### config.mk
export PLATFORM = sky130hd
export DESIGN_NAME = i2c_bus_monitor
export DESIGN_NICKNAME = d
export VERILOG_FILES = /design/src/rtl/i2cmon_pkg.sv /design/src/rtl/i2cmon_sync.sv /design/src/rtl/i2cmon_filter.sv /design/src/rtl/i2cmon_cond.sv /design/src/rtl/i2cmon_regs.sv /design/src/rtl/i2c_bus_monitor.sv
export SDC_FILE = /design/constraint.sdc
export NUM_CORES = 1
export LEC_CHECK = 0
export BUFFER_PORTS_ARGS = -buffer_cell sky130_fd_sc_hd__clkbuf_2
export CAP_MARGIN = 20
export CORE_ASPECT_RATIO = 0.5
export CORE_UTILIZATION = 45
export CTS_CLUSTER_SIZE = 25
export DETAILED_ROUTE_END_ITERATION = 8
export PLACE_DENSITY_LB_ADDON = 0.2
export SYNTH_ARGS = -nofsm -noshare
export SYNTH_HDL_FRONTEND = slang
export SYNTH_SLANG_ARGS = --single-unit
### constraint.sdc
create_clock -name clk -period 1.8 [get_ports clk]
set_clock_uncertainty 0.1 [all_clocks]
set_input_delay 0.18 -clock clk [delete_from_list [all_inputs] [get_ports clk]]
set_output_delay 0.18 -clock clk [all_outputs]
set_load 0.03 [all_outputs]
### src/rtl/i2cmon_pkg.sv
// Shared constants and types for the bus condition monitor.
package i2cmon_pkg;
    // Register select values
    localparam logic REG_WIDTH = 1'b0;
    localparam logic REG_STAT  = 1'b1;

    // Bit positions inside the status/control register
    localparam int STAT_FLAG_BIT = 0;
    localparam int STAT_IE_BIT   = 1;
    localparam int STAT_BUSY_BIT = 2;

    // One sample of the two bus lines
    typedef struct packed {
        logic scl;
        logic sda;
    } bus_lines_t;
endpackage

### src/rtl/i2cmon_sync.sv
// Multi-stage synchroniser for one asynchronous line.
// Assumes: the line idles high, so every stage resets to 1.
module i2cmon_sync #(
    parameter int STAGES = 2
) (
    input  logic clk,
    input  logic rst_n,
    input  logic d_in,
    output logic d_out
);
    logic [STAGES-1:0] chain_q;

    // Shift the raw level through the register chain
    always_ff @(posedge clk) begin
        if (!rst_n) begin
            chain_q <= '1;
        end else begin
            chain_q <= {chain_q[STAGES-2:0], d_in};
        end
    end

    assign d_out = chain_q[STAGES-1];
endmodule

### src/rtl/i2cmon_filter.sv
// Glitch filter for one synchronised line.
// A difference between input and output must persist for width+1
// consecutive cycles before the output takes the input value.
// Assumes: d_in is already in the clk domain; width may change at any time.
module i2cmon_filter #(
    parameter int CNT_W = 4
) (
    input  logic             clk,
    input  logic             rst_n,
    input  logic [CNT_W-1:0] width,
    input  logic             d_in,
    output logic             d_out
);
    logic [CNT_W-1:0] run_q;
    logic             out_q;
    logic             differs;

    assign differs = (d_in != out_q);

    // Count cycles of disagreement and commit once the run is long enough
    always_ff @(posedge clk) begin
        if (!rst_n) begin
            out_q <= 1'b1;
            run_q <= '0;
        end else if (differs) begin
            if (run_q >= width) begin
                out_q <= d_in;
                run_q <= '0;
            end else begin
                run_q <= run_q + 1'b1;
            end
        end else begin
            run_q <= '0;
        end
    end

    assign d_out = out_q;

    // when input agrees with output, the output holds next cycle
    a_r1_hold_when_equal: assert property (@(posedge clk) disable iff (!rst_n)
        (d_in == out_q) |=> $stable(out_q));

    // any output change takes the value the input had before the edge
    a_r2_change_follows_input: assert property (@(posedge clk) disable iff (!rst_n)
        !$stable(out_q) |-> (out_q == $past(d_in)));
endmodule

### src/rtl/i2cmon_cond.sv
// START / STOP condition detector on filtered lines.
// Produces registered one-cycle strobes and the busy level.
// Assumes: inputs are glitch-free and idle high after reset.
module i2cmon_cond
    import i2cmon_pkg::*;
(
    input  logic       clk,
    input  logic       rst_n,
    input  bus_lines_t lines,
    output logic       start_o,
    output logic       rstart_o,
    output logic       stop_o,
    output logic       busy_o
);
    bus_lines_t prev_q;
    logic       saw_start;
    logic       saw_stop;

    // Conditions need SCL high on both the old and new sample
    assign saw_start = prev_q.scl && lines.scl &&  prev_q.sda && !lines.sda;
    assign saw_stop  = prev_q.scl && lines.scl && !prev_q.sda &&  lines.sda;

    // Remember last sample of both lines
    always_ff @(posedge clk) begin
        if (!rst_n) begin
            prev_q <= '{scl: 1'b1, sda: 1'b1};
        end else begin
            prev_q <= lines;
        end
    end

    // Register the strobes and track the busy span
    always_ff @(posedge clk) begin
        if (!rst_n) begin
            start_o  <= 1'b0;
            rstart_o <= 1'b0;
            stop_o   <= 1'b0;
            busy_o   <= 1'b0;
        end else begin
            start_o  <= saw_start;
            rstart_o <= saw_start && busy_o;
            stop_o   <= saw_stop;
            if (saw_start) begin
                busy_o <= 1'b1;
            end else if (saw_stop) begin
                busy_o <= 1'b0;
            end
        end
    end

    // START and STOP can never be reported together
    a_r4_start_stop_exclusive: assert property (@(posedge clk) disable iff (!rst_n)
        !(start_o && stop_o));

    // a STOP strobe always lasts a single cycle
    a_r5_stop_single: assert property (@(posedge clk) disable iff (!rst_n)
        stop_o |=> !stop_o);

    // busy only rises together with a START strobe
    a_r7_busy_rise: assert property (@(posedge clk) disable iff (!rst_n)
        $rose(busy_o) |-> start_o);

    // busy only falls together with a STOP strobe
    a_r7_busy_fall: assert property (@(posedge clk) disable iff (!rst_n)
        $fell(busy_o) |-> stop_o);

    // repeated START is a subset of START
    a_r8_rstart_subset: assert property (@(posedge clk) disable iff (!rst_n)
        rstart_o |-> start_o);
endmodule

### src/rtl/i2cmon_regs.sv
// Register file: filter width, STOP interrupt enable, sticky STOP flag.
// Assumes: a flag set event in the same cycle as a clear write wins.
module i2cmon_regs
    import i2cmon_pkg::*;
#(
    parameter int CNT_W  = 4,
    parameter int DATA_W = 8
) (
    input  logic              clk,
    input  logic              rst_n,
    input  logic              wr,
    input  logic              addr,
    input  logic [DATA_W-1:0] wdata,
    output logic [DATA_W-1:0] rdata,
    input  logic              stop_evt,
    input  logic              busy,
    output logic [CNT_W-1:0]  width_o,
    output logic              flag_o,
    output logic              irq_o
);
    logic [CNT_W-1:0] width_q;
    logic             ie_q;
    logic             flag_q;
    logic             clr_req;

    assign clr_req = wr && (addr == REG_STAT) && wdata[STAT_FLAG_BIT];

    // Configuration writes
    always_ff @(posedge clk) begin
        if (!rst_n) begin
            width_q <= '0;
            ie_q    <= 1'b0;
        end else if (wr) begin
            if (addr == REG_WIDTH) begin
                width_q <= wdata[CNT_W-1:0];
            end else begin
                ie_q <= wdata[STAT_IE_BIT];
            end
        end
    end

    // Sticky STOP flag, cleared by writing a one
    always_ff @(posedge clk) begin
        if (!rst_n) begin
            flag_q <= 1'b0;
        end else if (stop_evt) begin
            flag_q <= 1'b1;
        end else if (clr_req) begin
            flag_q <= 1'b0;
        end
    end

    // Read multiplexer
    always_comb begin
        rdata = '0;
        if (addr == REG_WIDTH) begin
            rdata[CNT_W-1:0] = width_q;
        end else begin
            rdata[STAT_FLAG_BIT] = flag_q;
            rdata[STAT_IE_BIT]   = ie_q;
            rdata[STAT_BUSY_BIT] = busy;
        end
    end

    assign width_o = width_q;
    assign flag_o  = flag_q;
    assign irq_o   = flag_q && ie_q;

    // without a clear write the flag never drops
    a_r9_flag_sticky: assert property (@(posedge clk) disable iff (!rst_n)
        (flag_q && !clr_req) |=> flag_q);

    // a STOP event always leaves the flag set
    a_r9_flag_sets: assert property (@(posedge clk) disable iff (!rst_n)
        stop_evt |=> flag_q);
endmodule

### src/rtl/i2c_bus_monitor.sv
// Top level: synchronise and filter both bus lines, detect bus
// conditions, and expose a small register port.
// Assumes: raw lines are asynchronous; reset is synchronous, active low.
module i2c_bus_monitor
    import i2cmon_pkg::*;
#(
    parameter int SYNC_STAGES = 2,
    parameter int CNT_W       = 4,
    parameter int DATA_W      = 8
) (
    input  logic              clk,
    input  logic              rst_n,
    input  logic              scl_raw,
    input  logic              sda_raw,
    input  logic              reg_wr,
    input  logic              reg_addr,
    input  logic [DATA_W-1:0] reg_wdata,
    output logic [DATA_W-1:0] reg_rdata,
    output logic              scl_filt,
    output logic              sda_filt,
    output logic              start_pulse,
    output logic              rstart_pulse,
    output logic              stop_pulse,
    output logic              bus_busy,
    output logic              stop_flag,
    output logic              irq
);
    localparam int NLINES = 2;

    logic [NLINES-1:0] raw_vec;
    logic [NLINES-1:0] sync_vec;
    logic [NLINES-1:0] filt_vec;
    logic [CNT_W-1:0]  width;
    bus_lines_t        clean;

    assign raw_vec = {scl_raw, sda_raw};

    // One synchroniser and one filter per bus line
    for (genvar i = 0; i < NLINES; i++) begin : g_line
        i2cmon_sync #(.STAGES(SYNC_STAGES)) u_sync (
            .clk   (clk),
            .rst_n (rst_n),
            .d_in  (raw_vec[i]),
            .d_out (sync_vec[i])
        );
        i2cmon_filter #(.CNT_W(CNT_W)) u_filt (
            .clk   (clk),
            .rst_n (rst_n),
            .width (width),
            .d_in  (sync_vec[i]),
            .d_out (filt_vec[i])
        );
    end

    assign clean.scl = filt_vec[1];
    assign clean.sda = filt_vec[0];
    assign scl_filt  = clean.scl;
    assign sda_filt  = clean.sda;

    i2cmon_cond u_cond (
        .clk      (clk),
        .rst_n    (rst_n),
        .lines    (clean),
        .start_o  (start_pulse),
        .rstart_o (rstart_pulse),
        .stop_o   (stop_pulse),
        .busy_o   (bus_busy)
    );

    i2cmon_regs #(.CNT_W(CNT_W), .DATA_W(DATA_W)) u_regs (
        .clk      (clk),
        .rst_n    (rst_n),
        .wr       (reg_wr),
        .addr     (reg_addr),
        .wdata    (reg_wdata),
        .rdata    (reg_rdata),
        .stop_evt (stop_pulse),
        .busy     (bus_busy),
        .width_o  (width),
        .flag_o   (stop_flag),
        .irq_o    (irq)
    );

    // interrupt never asserts without the sticky flag
    a_r10_irq_needs_flag: assert property (@(posedge clk) disable iff (!rst_n)
        irq |-> stop_flag);

    // outputs one cycle after reset release are idle
    a_r11_reset_idle: assert property (@(posedge clk)
        !rst_n |=> (!bus_busy && !stop_flag && !irq && scl_filt && sda_filt));
endmodule

==> qor.yml <==
global_route:
  grt_usage: 0.1511
  grt_pass1_vias: 702
  grt.overflow.total: 0
  grt_max_degree: 14
  grt_antenna_before_repair: 0
  grt_pass1_wl_mm: 3.015
sta:
  max_freq_mhz: 603.7
  setup_viol: 0
  rsz0062_at_grt: "no"
  finalCritPeriodShare: 0.9202
  maxSlewViolCount: 0
  hold_viol: 0
  post-route-min-period_ns: 1.656
  tns_ns: 0
power:
  totalPowerFinal_mw: 1.042
  irDropWorstVdd_mv: 0.6127
  p_per_area_nw_per_um2: 745.0
  leakage_nw: 0.6261
logic_synthesis:
  avgSynthCellArea_sq_um: 9.667
  ys_seq_elements: 26
  netlist_area_sq_um: 1199
  yosysSeqAreaShare: 0.4342
  syn_inst: 124
  ys_warn_count: 0
  yosysUniqueCellTypes: 27
worst_setup_path:
  critPathMaxFanout: 4
  cp_cell_sequence: "ha_1 > nand2b_4 > a2111oi_4 > o211ai_2 > nor2_1"
  path_buf_inv: 0
  slowest_stage: "dfxtp_1"
  startpoint: "u_regs.width_o[0]"
  required_ns: 1.91
  cpPeakStageDelay_ns: 0.40
  cp_top_family: "compound AO/OA/AOI/OAI gates"
  cp_data_arrival_time_ns: 1.76
  cp-end-kind: "flop"
  startpoint_type: "flop"
  critPathKind: "reg -> reg"
  r2r-start: "u_regs.width_o[0]"
clocking:
  cts.reportedPaths.clkPinSlew_ns: 0.08
  clock_latency_ns: 0.27
  cts_buffer_depth: 2
  cts.sinks: 26
  cts_tree: "yes"
  cts-htree-levels: 1
  cts_buffers: 3
  clockRootBuffer: "clkbuf_8"
layout:
  antenna_cells: 0
  multi_input_area_sq_um: 610.6
  fill_cells: 216
  num-nets-final: 175
  drive_gt1_frac: 0.2349
  area_growth_pct: 16.70
  regArea_sq_um: 521.8
floorplanning:
  core.rowCount: 12
  die_h_microns: 38.50
  start_util: 0.5085
  die_w_microns: 74.99
  fp.dieArea_sq_um: 2887
  num_io_pins: 30
  coreArea_sq_um: 2357
drt:
  vias: 888
  first_pass_iters: 4
  vias_per_cell: 4.826
  drtIter0Drc: 23
  routed_wl_mm: 1.904
  wire_per_inst_microns: 10.35
  drc: 0
  detail-route-antenna-nets: 0
run:
  maxCapViolations: 0
placed_design:
  dp_hpwl_mm: 1.492
  portBuffers: 21
  finalWeightedCongestion: 0.7928
min_path:
  hold_start: "reg_wdata[2]"
  hp-class: "in -> reg"
run_status:
  outcome: "finished clean"
==> placed cells by master, fill, tap and decap left out, types with 3 or more instances in the layout <==
| master | Yosys | final |
|---|---|---|
| buf_4 | 4 | 3 |
| clkbuf_2 | 0 | 21 |
| nor2_1 | 20 | 20 |
| a21oi_1 | 6 | 6 |
| clkbuf_8 | 0 | 3 |
| inv_1 | 9 | 9 |
| dfxtp_1 | 26 | 25 |
| ha_1 | 10 | 10 |
| nand3_1 | 5 | 5 |
| nand2b_1 | 6 | 6 |
| conb_1 | 1 | 4 |
| nand2_1 | 6 | 6 |
| xor2_1 | 4 | 4 |
==> through the flow <==
step	setup WS, ns	hold WS, ns	util	cell area, sq um	std cells
finish	0.1437	0.04265	0.5934	1399	184
floorplan	0.1685	0.1815	-	1210	127
detailed placement	0.07572	0.2656	0.5637	1329	178
CTS	0.04284	0.04028	0.5897	1390	183
global route	0.02727	0.03170	0.5934	1399	184
global placement	0.09248	0.2596	0.5637	1329	178
==> per-layer routing <==
layer / up-vias / routed length, microns / GRT usage / part of all wire
met4: 0 / 13 / 0.04245 / 0.0068
met5: - / 0 / 0 / 0
met2: 24 / 763 / 0.2320 / 0.40
li1: 453 / - / - / -
met1: 409 / 1037 / 0.1949 / 0.54
met3: 2 / 89 / 0.06316 / 0.047
==> where the power goes <==
group          leakage (nW)  total (mW)  switching, mW  internal [mW]
clock network        0.0216       0.319          0.169          0.150
registers             0.212       0.599        0.00957          0.590
logic                 0.392       0.124         0.0739         0.0505
total                 0.626        1.04          0.252          0.790
==> synth_stat cells <==
cell / instances / area [sq um]
nor2_1: 20 / 75.07
a2111oi_4: 2 / 55.05
o211ai_2: 2 / 25.02
and2_1: 2 / 12.51
a21o_1: 1 / 7.510
ha_1: 10 / 125.1
buf_4: 4 / 30.03
dfxtp_1: 26 / 520.5
nor3_1: 1 / 5.000
o21ai_1: 2 / 10.01
nand3_1: 5 / 25.02
o21a_1: 2 / 15.01
nand2b_1: 6 / 37.54
mux2_2: 1 / 11.26
o41a_1: 2 / 22.52
nand2b_4: 2 / 27.53
inv_1: 9 / 33.78
buf_2: 3 / 15.01
nor2b_1: 1 / 6.260
a21oi_1: 6 / 30.03
nand2_1: 6 / 22.52
o21bai_1: 2 / 15.01
xnor2_1: 2 / 17.52
xor2_1: 4 / 35.03
mux2i_1: 1 / 10.01
conb_1: 1 / 3.750
o21ai_0: 1 / 5.000
==> cells by family (layout without fill, tap and decap cells) <==
family,Yosys count,in the layout,synth area share
muxes,2,2,0.01774
other,1,4,0.003129
DFF,26,26,0.4342
xor gates and xnor gates,6,6,0.04384
adders and majority gates,10,10,0.1044
buffers and inverters,16,38,0.06576
AOI/OAI and AO/OA,20,20,0.1545
and+or+nand+nor,43,43,0.1764
==> layout make-up <==
| class | count | area share |
|---|---|---|
| well taps | 35 | 0.03131 |
| multi-input cells | 85 | 0.4365 |
| inverters | 9 | 0.02415 |
| repair buffers | 26 | 0.1055 |
| clock buffers | 3 | 0.02952 |
| flip-flops and latches | 26 | 0.3730 |
==> what timing repair did <==
action,4_1_cts,5_1_grt
setup buffers,0,1
hold buffers,2,0
endpoints found under the setup margin,0,5
gates resized for setup,0,1
endpoints found under the hold margin,2,0
==> state kept, by name, summed over array words and instances (netlist names), 2 cells and up <==
register,cells
g_line.u_sync.chain_q,4
g_line.u_filt.run_q,8
g_line.u_filt.d_out,2
u_regs.width_o,4
u_cond.prev_q,2
==> tightest hold or removal path: cells and delay by family <==
family                 cells  cell delay, ns
AO/OA/AOI/OAI              1            0.05
buffers and inverters      1            0.08
AND/OR/NAND/NOR            1            0.07
==> path summary, 6_finish.rpt <==
kind	to	slack, ns	cells after the start
max	g_line[1].u_filt.run_q[3]	0.14	5
min	u_regs.width_o[2]	0.04	3
max reg2reg	g_line[1].u_filt.run_q[3]	0.14	5
min reg2reg	g_line[1].u_sync.chain_q[1]	0.31	1
No activity file was read; power rests on OpenSTA's default activity.
